## config.mk

```make
export PLATFORM = sky130hd
export DESIGN_NAME = alu8_flags
export DESIGN_NICKNAME = d
export VERILOG_FILES = /design/src/rtl/alu8_pkg.sv /design/src/rtl/alu8_adder.sv /design/src/rtl/alu8_bitops.sv /design/src/rtl/alu8_status_reg.sv /design/src/rtl/alu8_flags.sv
export SDC_FILE = /design/constraint.sdc
export NUM_CORES = 1
export LEC_CHECK = 0
export BUFFER_PORTS_ARGS = -buffer_cell sky130_fd_sc_hd__buf_4
export CELL_PAD_IN_SITES_DETAIL_PLACEMENT = 0
export CELL_PAD_IN_SITES_GLOBAL_PLACEMENT = 1
export CORE_MARGIN = 2
export CORE_UTILIZATION = 35
export DETAILED_ROUTE_END_ITERATION = 7
export PLACE_DENSITY_LB_ADDON = 0.2
export SLEW_MARGIN = 20
export SYNTH_ARGS = -nofsm -noshare
export SYNTH_HDL_FRONTEND = slang
export SYNTH_SLANG_ARGS = --single-unit
```

## constraint.sdc

```tcl
create_clock -name clk -period 5.55 [get_ports clk]
set_input_delay 0.555 -clock clk [delete_from_list [all_inputs] [get_ports clk]]
set_output_delay 0.555 -clock clk [all_outputs]
set_load 0.01 [all_outputs]
```

## src/rtl/alu8_pkg.sv

```systemverilog
package alu8_pkg;
  typedef enum logic [4:0] {
    OP_ADD = 5'd0,  OP_ADC = 5'd1,  OP_SUB = 5'd2,  OP_SBC = 5'd3,
    OP_CMP = 5'd4,  OP_CPC = 5'd5,  OP_AND = 5'd6,  OP_OR  = 5'd7,
    OP_XOR = 5'd8,  OP_COM = 5'd9,  OP_NEG = 5'd10, OP_INC = 5'd11,
    OP_DEC = 5'd12, OP_LSL = 5'd13, OP_LSR = 5'd14, OP_ASR = 5'd15,
    OP_ROL = 5'd16, OP_ROR = 5'd17
  } alu_op_e;

  localparam int FLG_C = 0;
  localparam int FLG_Z = 1;
  localparam int FLG_N = 2;
  localparam int FLG_V = 3;
  localparam int FLG_S = 4;
  localparam int FLG_H = 5;
  localparam int FLG_W = 6;
endpackage

```

## src/rtl/alu8_adder.sv

```systemverilog
// Split-nibble adder: exposes the carry out of bit 3 and signed overflow.
module alu8_adder #(
  parameter int W = 8
) (
  input  logic [W-1:0] x,
  input  logic [W-1:0] y,
  input  logic         ci,
  output logic [W-1:0] sum,
  output logic         co,
  output logic         hco,
  output logic         ovf
);
  localparam int HW = W - 4;

  logic [4:0]  lo;
  logic [HW:0] hi;

  always_comb begin
    lo  = {1'b0, x[3:0]} + {1'b0, y[3:0]} + {4'b0, ci};
    hi  = {1'b0, x[W-1:4]} + {1'b0, y[W-1:4]} + {{HW{1'b0}}, lo[4]};
    sum = {hi[HW-1:0], lo[3:0]};
    co  = hi[HW];
    hco = lo[4];
    ovf = (x[W-1] == y[W-1]) && (sum[W-1] != x[W-1]);
  end
endmodule

```

## src/rtl/alu8_bitops.sv

```systemverilog
// Bitwise operations, one's complement, shifts and rotates.
module alu8_bitops
  import alu8_pkg::*;
#(
  parameter int W = 8
) (
  input  alu_op_e      op,
  input  logic [W-1:0] a,
  input  logic [W-1:0] b,
  input  logic         cin,
  output logic [W-1:0] r,
  output logic         sh_out
);
  always_comb begin
    r      = a;
    sh_out = 1'b0;
    unique case (op)
      OP_AND: r = a & b;
      OP_OR:  r = a | b;
      OP_XOR: r = a ^ b;
      OP_COM: r = ~a;
      OP_LSL: begin r = {a[W-2:0], 1'b0};    sh_out = a[W-1]; end
      OP_ROL: begin r = {a[W-2:0], cin};     sh_out = a[W-1]; end
      OP_LSR: begin r = {1'b0, a[W-1:1]};    sh_out = a[0];   end
      OP_ROR: begin r = {cin, a[W-1:1]};     sh_out = a[0];   end
      OP_ASR: begin r = {a[W-1], a[W-1:1]};  sh_out = a[0];   end
      default: begin r = a; sh_out = 1'b0; end
    endcase
  end
endmodule

```

## src/rtl/alu8_status_reg.sv

```systemverilog
module alu8_status_reg #(
  parameter int N = 6
) (
  input  logic         clk,
  input  logic         rst_n,
  input  logic         we,
  input  logic [N-1:0] d,
  output logic [N-1:0] q
);
  always_ff @(posedge clk or negedge rst_n) begin
    if (!rst_n)  q <= '0;
    else if (we) q <= d;
  end
endmodule

```

## src/rtl/alu8_flags.sv

```systemverilog
module alu8_flags
  import alu8_pkg::*;
#(
  parameter int DATA_W = 8
) (
  input  logic              clk,
  input  logic              rst_n,
  input  logic [4:0]        op_sel,
  input  logic [DATA_W-1:0] opnd_a,
  input  logic [DATA_W-1:0] opnd_b,
  input  logic              carry_in,
  input  logic              zero_in,
  input  logic              stat_we,
  output logic [DATA_W-1:0] res_o,
  output logic [FLG_W-1:0]  flags_o,
  output logic [FLG_W-1:0]  stat_q
);
  localparam int MSB = DATA_W - 1;

  alu_op_e           op;
  logic [DATA_W-1:0] add_x, add_y, add_sum, bit_r, res;
  logic              add_ci, add_co, add_hco, add_ovf, bit_sh;
  logic              fc, fz, fn, fv, fh;
  logic [FLG_W-1:0]  flags_d, stat_r;

  assign op = alu_op_e'(op_sel);

  // One shared adder serves add, subtract, compare, negate, inc and dec.
  always_comb begin
    add_x  = opnd_a;
    add_y  = opnd_b;
    add_ci = 1'b0;
    unique case (op)
      OP_ADC:         add_ci = carry_in;
      OP_SUB, OP_CMP: begin add_y = ~opnd_b; add_ci = 1'b1; end
      OP_SBC, OP_CPC: begin add_y = ~opnd_b; add_ci = ~carry_in; end
      OP_NEG:         begin add_x = '0; add_y = ~opnd_a; add_ci = 1'b1; end
      OP_INC:         begin add_y = '0; add_ci = 1'b1; end
      OP_DEC:         begin add_y = '1; add_ci = 1'b0; end
      default:        add_ci = 1'b0;
    endcase
  end

  alu8_adder #(.W(DATA_W)) u_add (
    .x(add_x), .y(add_y), .ci(add_ci),
    .sum(add_sum), .co(add_co), .hco(add_hco), .ovf(add_ovf)
  );

  alu8_bitops #(.W(DATA_W)) u_bit (
    .op(op), .a(opnd_a), .b(opnd_b), .cin(carry_in),
    .r(bit_r), .sh_out(bit_sh)
  );

  always_comb begin
    res = opnd_a;
    fc  = carry_in;
    fv  = 1'b0;
    fh  = stat_r[FLG_H];
    unique case (op)
      OP_ADD, OP_ADC: begin
        res = add_sum; fc = add_co; fh = add_hco; fv = add_ovf;
      end
      OP_SUB, OP_SBC, OP_CMP, OP_CPC, OP_NEG: begin
        res = add_sum; fc = ~add_co; fh = ~add_hco; fv = add_ovf;
      end
      OP_INC, OP_DEC: begin
        res = add_sum; fv = add_ovf;
      end
      OP_AND, OP_OR, OP_XOR: res = bit_r;
      OP_COM: begin res = bit_r; fc = 1'b1; end
      OP_LSL, OP_LSR, OP_ASR, OP_ROL, OP_ROR: begin
        res = bit_r; fc = bit_sh; fv = bit_r[MSB] ^ bit_sh;
      end
      default: res = opnd_a;
    endcase
    fn = res[MSB];
    if (op == OP_SBC || op == OP_CPC) fz = (res == '0) && zero_in;
    else                              fz = (res == '0);
  end

  always_comb begin
    flags_d        = '0;
    flags_d[FLG_C] = fc;
    flags_d[FLG_Z] = fz;
    flags_d[FLG_N] = fn;
    flags_d[FLG_V] = fv;
    flags_d[FLG_S] = fn ^ fv;
    flags_d[FLG_H] = fh;
  end

  alu8_status_reg #(.N(FLG_W)) u_stat (
    .clk(clk), .rst_n(rst_n), .we(stat_we), .d(flags_d), .q(stat_r)
  );

  assign res_o   = res;
  assign flags_o = flags_d;
  assign stat_q  = stat_r;
endmodule

```

==> results of run 1 <==
-- logic make-up after synthesis --
| group | share of synthesized area, % |
|---|---|
| simple gates | 26.2 |
| compound gates | 32.2 |
| buf+inv | 10.7 |
| fa+ha+maj | 18.2 |
| flops | 7.68 |
| xor+xnor | 2.24 |
| mux | 2.75 |
-- layout make-up --
cell class              instances  area, sq um
inverters                      27          101
fillers                       585         3020
repair buffers                 57          440
clock buffers                   3         41.3
well taps                      72         90.1
flip-flops and latches          6          150
multi-input cells             218         1600
-- critical path, stage by stage --
cell and delay [ps]:
buf_4 120, nand2b_1 160, a21o_1 160, a21o_1 190, a211o_1 310, fa_1 460, fa_2 380, a21o_1 170
a21o_1 200, fa_1 390, inv_1 80, fa_1 200, xnor2_1 80, o211ai_1 90, o2111ai_1 150, a2111o_1 410
nand4b_1 200, nor4_2 210, buf_4 170
-- stage by stage --
step	std cells	cell area (sq um)	utilization (%)	worst slack (ps)	hold WS, ps
after floorplan	271	1960	-	101	259
after global placement	380	2380	43.7	270	368
after detailed placement	380	2380	43.7	201	367
after CTS	383	2420	44.5	195	135
after global routing	383	2420	44.5	46.1	135
final	383	2420	44.5	293	137
-- final timing paths --
path                                                end                    start  depth (start not counted)
worst min register to register  u_stat.q[1]$_DFFE_PN0P_  u_stat.q[1]$_DFFE_PN0P_                          1
worst min-delay path            u_stat.q[1]$_DFFE_PN0P_                    rst_n                          1
max in group asynchronous       u_stat.q[0]$_DFFE_PN0P_                    rst_n                          1
min in group clk                u_stat.q[1]$_DFFE_PN0P_  u_stat.q[1]$_DFFE_PN0P_                          1
worst max-delay path                         flags_o[1]                op_sel[1]                         19
worst max register to register  u_stat.q[5]$_DFFE_PN0P_  u_stat.q[5]$_DFFE_PN0P_                          5
-- per-layer routing --
layer / vias to the layer above / GRT usage [%] / routed length [um]
li1: 1084 / - / -
met1: 1043 / 30.4 / 2980
met2: 77 / 35.3 / 3230
met3: 13 / 3.86 / 377
met4: 0 / 5.44 / 184
met5: - / 0 / 0
-- cells in the mapped netlist (2+ instances only) --
master	instances
nor3_1	5
and2_1	3
nand2b_1	4
clkbuf_1	6
nor2b_1	5
nand4b_1	2
a2bb2oi_1	2
buf_4	7
o211ai_1	3
a221o_1	3
a221oi_1	3
nor2_1	23
inv_1	27
a21oi_1	14
buf_1	2
buf_2	5
a31oi_1	11
mux2_2	3
a22oi_1	3
nor3b_1	3
dfrtp_1	6
o21ai_0	10
and3_1	4
a21o_1	6
o22ai_1	10
fa_1	4
a22o_1	5
mux2i_1	2
xnor2_1	5
or3_1	3
ha_1	22
nand3_1	10
nand2_1	15
or2_2	2
a211o_1	8
-- power groups by stage --
stage	Combinational [mW]	Clock (mW)	Sequential [mW]
after floorplan	0.149	0	0.0620
after detailed placement	0.247	0	0.0596
final	0.249	0.0631	0.0588
after global routing	0.276	0.0687	0.0603
after CTS	0.248	0.0654	0.0591
after global placement	0.249	0	0.0589
==> metrics.yaml, run 1 <==
drc: 0
synth-seq-cells: 6
p_sw_uw: 155
relSlewSlack_pct: 47.3
clkTransAtPathRegs_ps: 30
registers.top_by_ff_count: "u_stat.q"
port_buffers: 45
drt-initial-drc-count: 188
rsz0062_at_grt: "no"
grt_pass1_vias: 2053
clockBufferDepth: 2
grt_pass1_wl_um: 10700
gp_congestion: 0.984
synth_edf_count: 0
setup_tns_ps: 0
drt-total-wl_um: 6770
synth_top_area_share_pct: 14.1
cap_violations: 0
cts_root_buf: "clkbuf_8"
cts_buffers: 3
n_antenna_cell: 0
synth_area_sq_um: 1960
p_int_uw: 216
dp_hpwl_um: 5140
fin_crit_sh_pct: 94.7
mostFrequentLayoutCells: "56 x buf_4, 27 x inv_1, 23 x nor2_1"
core_area_sq_um: 5440
skew_ps: 0
htreeDepth: 1
grt_antenna_before_repair: 0
synth_area_leaders: "ha_1 14%, dfrtp_1 7.7%, inv_1 5.2%"
combPwrFrac_pct: 67.1
arrival_ps: 4700
dr.pass1.iters: 5
p_clk_share_pct: 17.0
cts_tree: "done"
run_status: "complete, no violations"
ys_types: 60
peakVddDrop_uv: 115
overflow: 0
via_per_inst: 5.79
fmax_mhz: 190
die-width_um: 78.8
synth_cells: 271
maxSlewViolCount: 0
syn_area_per_cell_sq_um: 7.22
fp-row-count: 27
worst_slew_pin_slew_ps: 779
min_path_type: "in -> async"
routed-via-count: 2217
synth_area_leader_cell: "ha_1"
pwr-share-seq_pct: 15.9
crit_required_ps: 4990
synth_flop_cell: "dfrtp_1"
synth_async_sr_flop_share_pct: 100
total_power_uw: 371
synth_nets: 323
p_sw_share_pct: 41.8
crit_type: "in -> out"
post-cts-setup-buffers: 0
pin_count: 46
die_area_sq_um: 6200
areaGrowthSynthToFinish_pct: 23.9
clock-sinks: 6
grt_max_degree: 34
drtAntennaViolNets: 0
gr-usage-all-layers_pct: 21.9
r2r_setup_slack_ps: 4280
cts_resized: 0
dieHeight_um: 78.8
seq_area_frac_synth_pct: 7.68
largest_register_ffs: 6
start_util_pct: 36.0
post_route_cells_drive_above_1_share_pct: 22.8
crit_fanout: 3
setup.worst_path.start_class: "primary input"
nets: 365
largestRegisters: "u_stat.q (6)"
worst_skew_pair.late_latency_ps: 220
setup_viol: 0
finalCriticalPeriod_ps: 5260
hold_viol: 0
cp-end-kind: "output port"
p_leak_nw: 1.20
postCtsHoldBufs: 0
wl_per_cell_um: 17.7
final_common_cell: "buf_4"
cellPowerDensity_nw_per_um2: 153
yosysWarningCount: 0
No activity file was read; power rests on OpenSTA's default activity.
==> run 2: changes to the inputs <==
CORE_UTILIZATION = 37   (was 35)
SYNTH_HIERARCHICAL = 1   (was not set)
==> metrics.yaml, run 2 <==
run_status: "complete, no violations"
r2r_cells: 3  # -2
largest_register_ffs: 6  # unchanged
synth_area_sq_um: 2220  # +14%
pre_cts_slack_ps: 290  # +89.6 ps
synth_top_area_share_pct: 12.4  # -1.7 points
syn_area_per_cell_sq_um: 7.56  # +4.8%
yosysWarningCount: 6  # +6
rr_endpoint: "u_stat/q[5]$_DFFE_PN0P_"
gr-usage-all-layers_pct: 20.6  # -1.4 points
worst_skew_pair.late_latency_ps: 220  # about the same
finalWorstSetupSlack_ps: 450  # +157 ps
areaGrowthSynthToFinish_pct: 17.4
grt_antenna_before_repair: 0  # unchanged
cap_violations: 0  # unchanged
clockBufferDepth: 2  # unchanged
multi_input_comb_area_sq_um: 1790  # +12%
drt-initial-drc-count: 232  # +23%
drt-total-wl_um: 6730  # -0.55%
cts_tree: "done"
synth_flop_cell: "dfrtp_1"
synth_nets: 346  # +7.1%
hold_slack_ps: 132  # -5.49 ps
fin_util_pct: 44.6  # +0.096 points
n_antenna_cell: 0  # unchanged
die-width_um: 81.5  # +3.5%
cp-end-kind: "output port"
setup_tns_ps: 0  # unchanged
place_area_sq_um: 2560  # +7.6%
fin_area_sq_um: 2610  # +7.8%
mostFrequentLayoutCells: "51 x buf_4, 39 x inv_1, 22 x ha_1"
gp_congestion: 0.814  # -17%
dp_hpwl_um: 5170  # +0.74%
synth_area_leaders: "ha_1 12%, dfrtp_1 6.8%, inv_1 6.6%"
overflow: 0  # unchanged
drc: 0  # unchanged
wl_per_cell_um: 16.8  # -5.0%
reg2reg_from: "u_stat/q[5]$_DFFE_PN0P_"
dp_cells: 398  # +4.7%
arrival_ps: 4540  # -160 ps
peakVddDrop_uv: 190  # +65%
die_area_sq_um: 6650  # +7.2%
drtAntennaViolNets: 0  # unchanged
worst_slew_pin_slew_ps: 1050  # +266 ps
via_per_inst: 5.85  # +1.1%
synthTopCellsByCount: "39 x inv_1, 22 x ha_1, 17 x nand2_1"
clkTransAtPathRegs_ps: 40  # about the same
grt_pass1_vias: 2103  # +2.4%
maxSlewViolCount: 0  # unchanged
pin_count: 46  # unchanged
registers.top_by_ff_count: "u_stat/q"
regArea_sq_um: 150  # unchanged
setup_viol: 0  # unchanged
fin_crit_sh_pct: 91.9  # -2.8 points
fp-row-count: 28  # +3.7%
crit_fanout: 24  # +21
largestRegisters: "u_stat/q (6)"
total_power_uw: 403  # +8.8%
synth_edf_count: 0  # unchanged
synth_cells: 294  # +8.5%
fill_cells: 587  # +0.34%
nets: 380  # +4.1%
finalNonFillerCells: 401  # +4.7%
post_route_cells_drive_above_1_share_pct: 25.5  # +2.6 points
rsz0062_at_grt: "no"
fmax_mhz: 196  # +3.1%
grt_pass1_wl_um: 10900  # +2.1%
postCtsHoldBufs: 0  # unchanged
cts_root_buf: "clkbuf_8"
synth.most_common_cell: "inv_1"
seq_area_frac_synth_pct: 6.75  # -0.92 points
synth-seq-cells: 6  # unchanged
htreeDepth: 1  # unchanged
min_path_type: "in -> async"
r2r_setup_slack_ps: 4590  # +310 ps
dieHeight_um: 81.5  # +3.5%
p_leak_nw: 1.25  # +4.3%
final_common_cell: "buf_4"
crit_required_ps: 4990  # about the same
skew_ps: 0  # unchanged
grt_max_degree: 26  # -24%
synth_area_leader_cell: "ha_1"
synth_async_sr_flop_share_pct: 100  # unchanged
hold_viol: 0  # unchanged
clock-sinks: 6  # unchanged
start_util_pct: 38.0  # +2.0 points
ys_types: 61  # +1.7%
core_area_sq_um: 5850  # +7.6%
routed-via-count: 2346  # +5.8%
port_buffers: 45  # unchanged
dr.pass1.iters: 7  # +2
cellPowerDensity_nw_per_um2: 155  # +0.96%
finalCriticalPeriod_ps: 5100  # -157 ps
crit_type: "in -> out"
relSlewSlack_pct: 29.7  # -18 points
setup.worst_path.start_class: "primary input"
cts_buffers: 3  # unchanged
[run 2: how the worst max path moves through the flow]
stage	from	endpoint	slack, ps	cells after the start
floorplan	op_sel[4]	flags_o[0]	490	21
global placement	op_sel[2]	flags_o[0]	370	23
detailed placement	op_sel[2]	flags_o[0]	290	23
CTS	op_sel[2]	flags_o[0]	290	23
global route	op_sel[2]	flags_o[0]	80	23
finish	op_sel[2]	flags_o[0]	450	23
[run 2: what timing repair did]
item,4_1_cts,5_1_grt
setup endpoints to repair,0,1
setup buffers,0,0
resized for setup,0,3
[run 2: routing by layer]
metal / share of wire, % / up-vias / GRT usage [%]
met5: 0 / - / 0
met2: 47 / 76 / 33.9
met4: 0.43 / 0 / 2.54
li1: - / 1146 / -
met3: 6.0 / 6 / 2.09
met1: 47 / 1118 / 29.7
[run 2: where the power goes]
part           leakage (nW)  total (mW)  internal, mW  switching, mW
combinational          1.15       0.279         0.132          0.147
clock                0.0216      0.0648        0.0465         0.0183
sequential           0.0760      0.0593        0.0534        0.00583
total                  1.25       0.403         0.232          0.171
[run 2: critical path, stage by stage]
cell and delay [ps]:
buf_6 180, inv_1 120, nor2_1 140, a21oi_1 70, or2_2 360, a211o_1 310, inv_1 80, fa_1 160
inv_1 60, fa_1 400, a21o_1 190, a21oi_2 170, fa_2 250, fa_1 210, nor2b_1 50, o21ai_0 150
nand2b_1 120, mux2i_1 150, a2bb2oi_1 170, o22a_1 150, o21ai_0 60, mux2_2 280, buf_4 150
[run 2: layout make-up]
type	count	area share (%)
multi-input cells	226	68.4
repair buffers	52	15.1
flip-flops and latches	6	5.75
inverters	39	5.61
well taps	75	3.59
clock buffers	3	1.58
[run 2: kinds of logic after synthesis]
logic type,synth area share [%]
AO/OA/AOI/OAI,34.2
XOR/XNOR,2.36
adder cells (fa/ha/maj),16.0
buffers and inverters,13.2
flip-flops,6.75
multiplexers,6.13
AND/OR/NAND/NOR,21.3
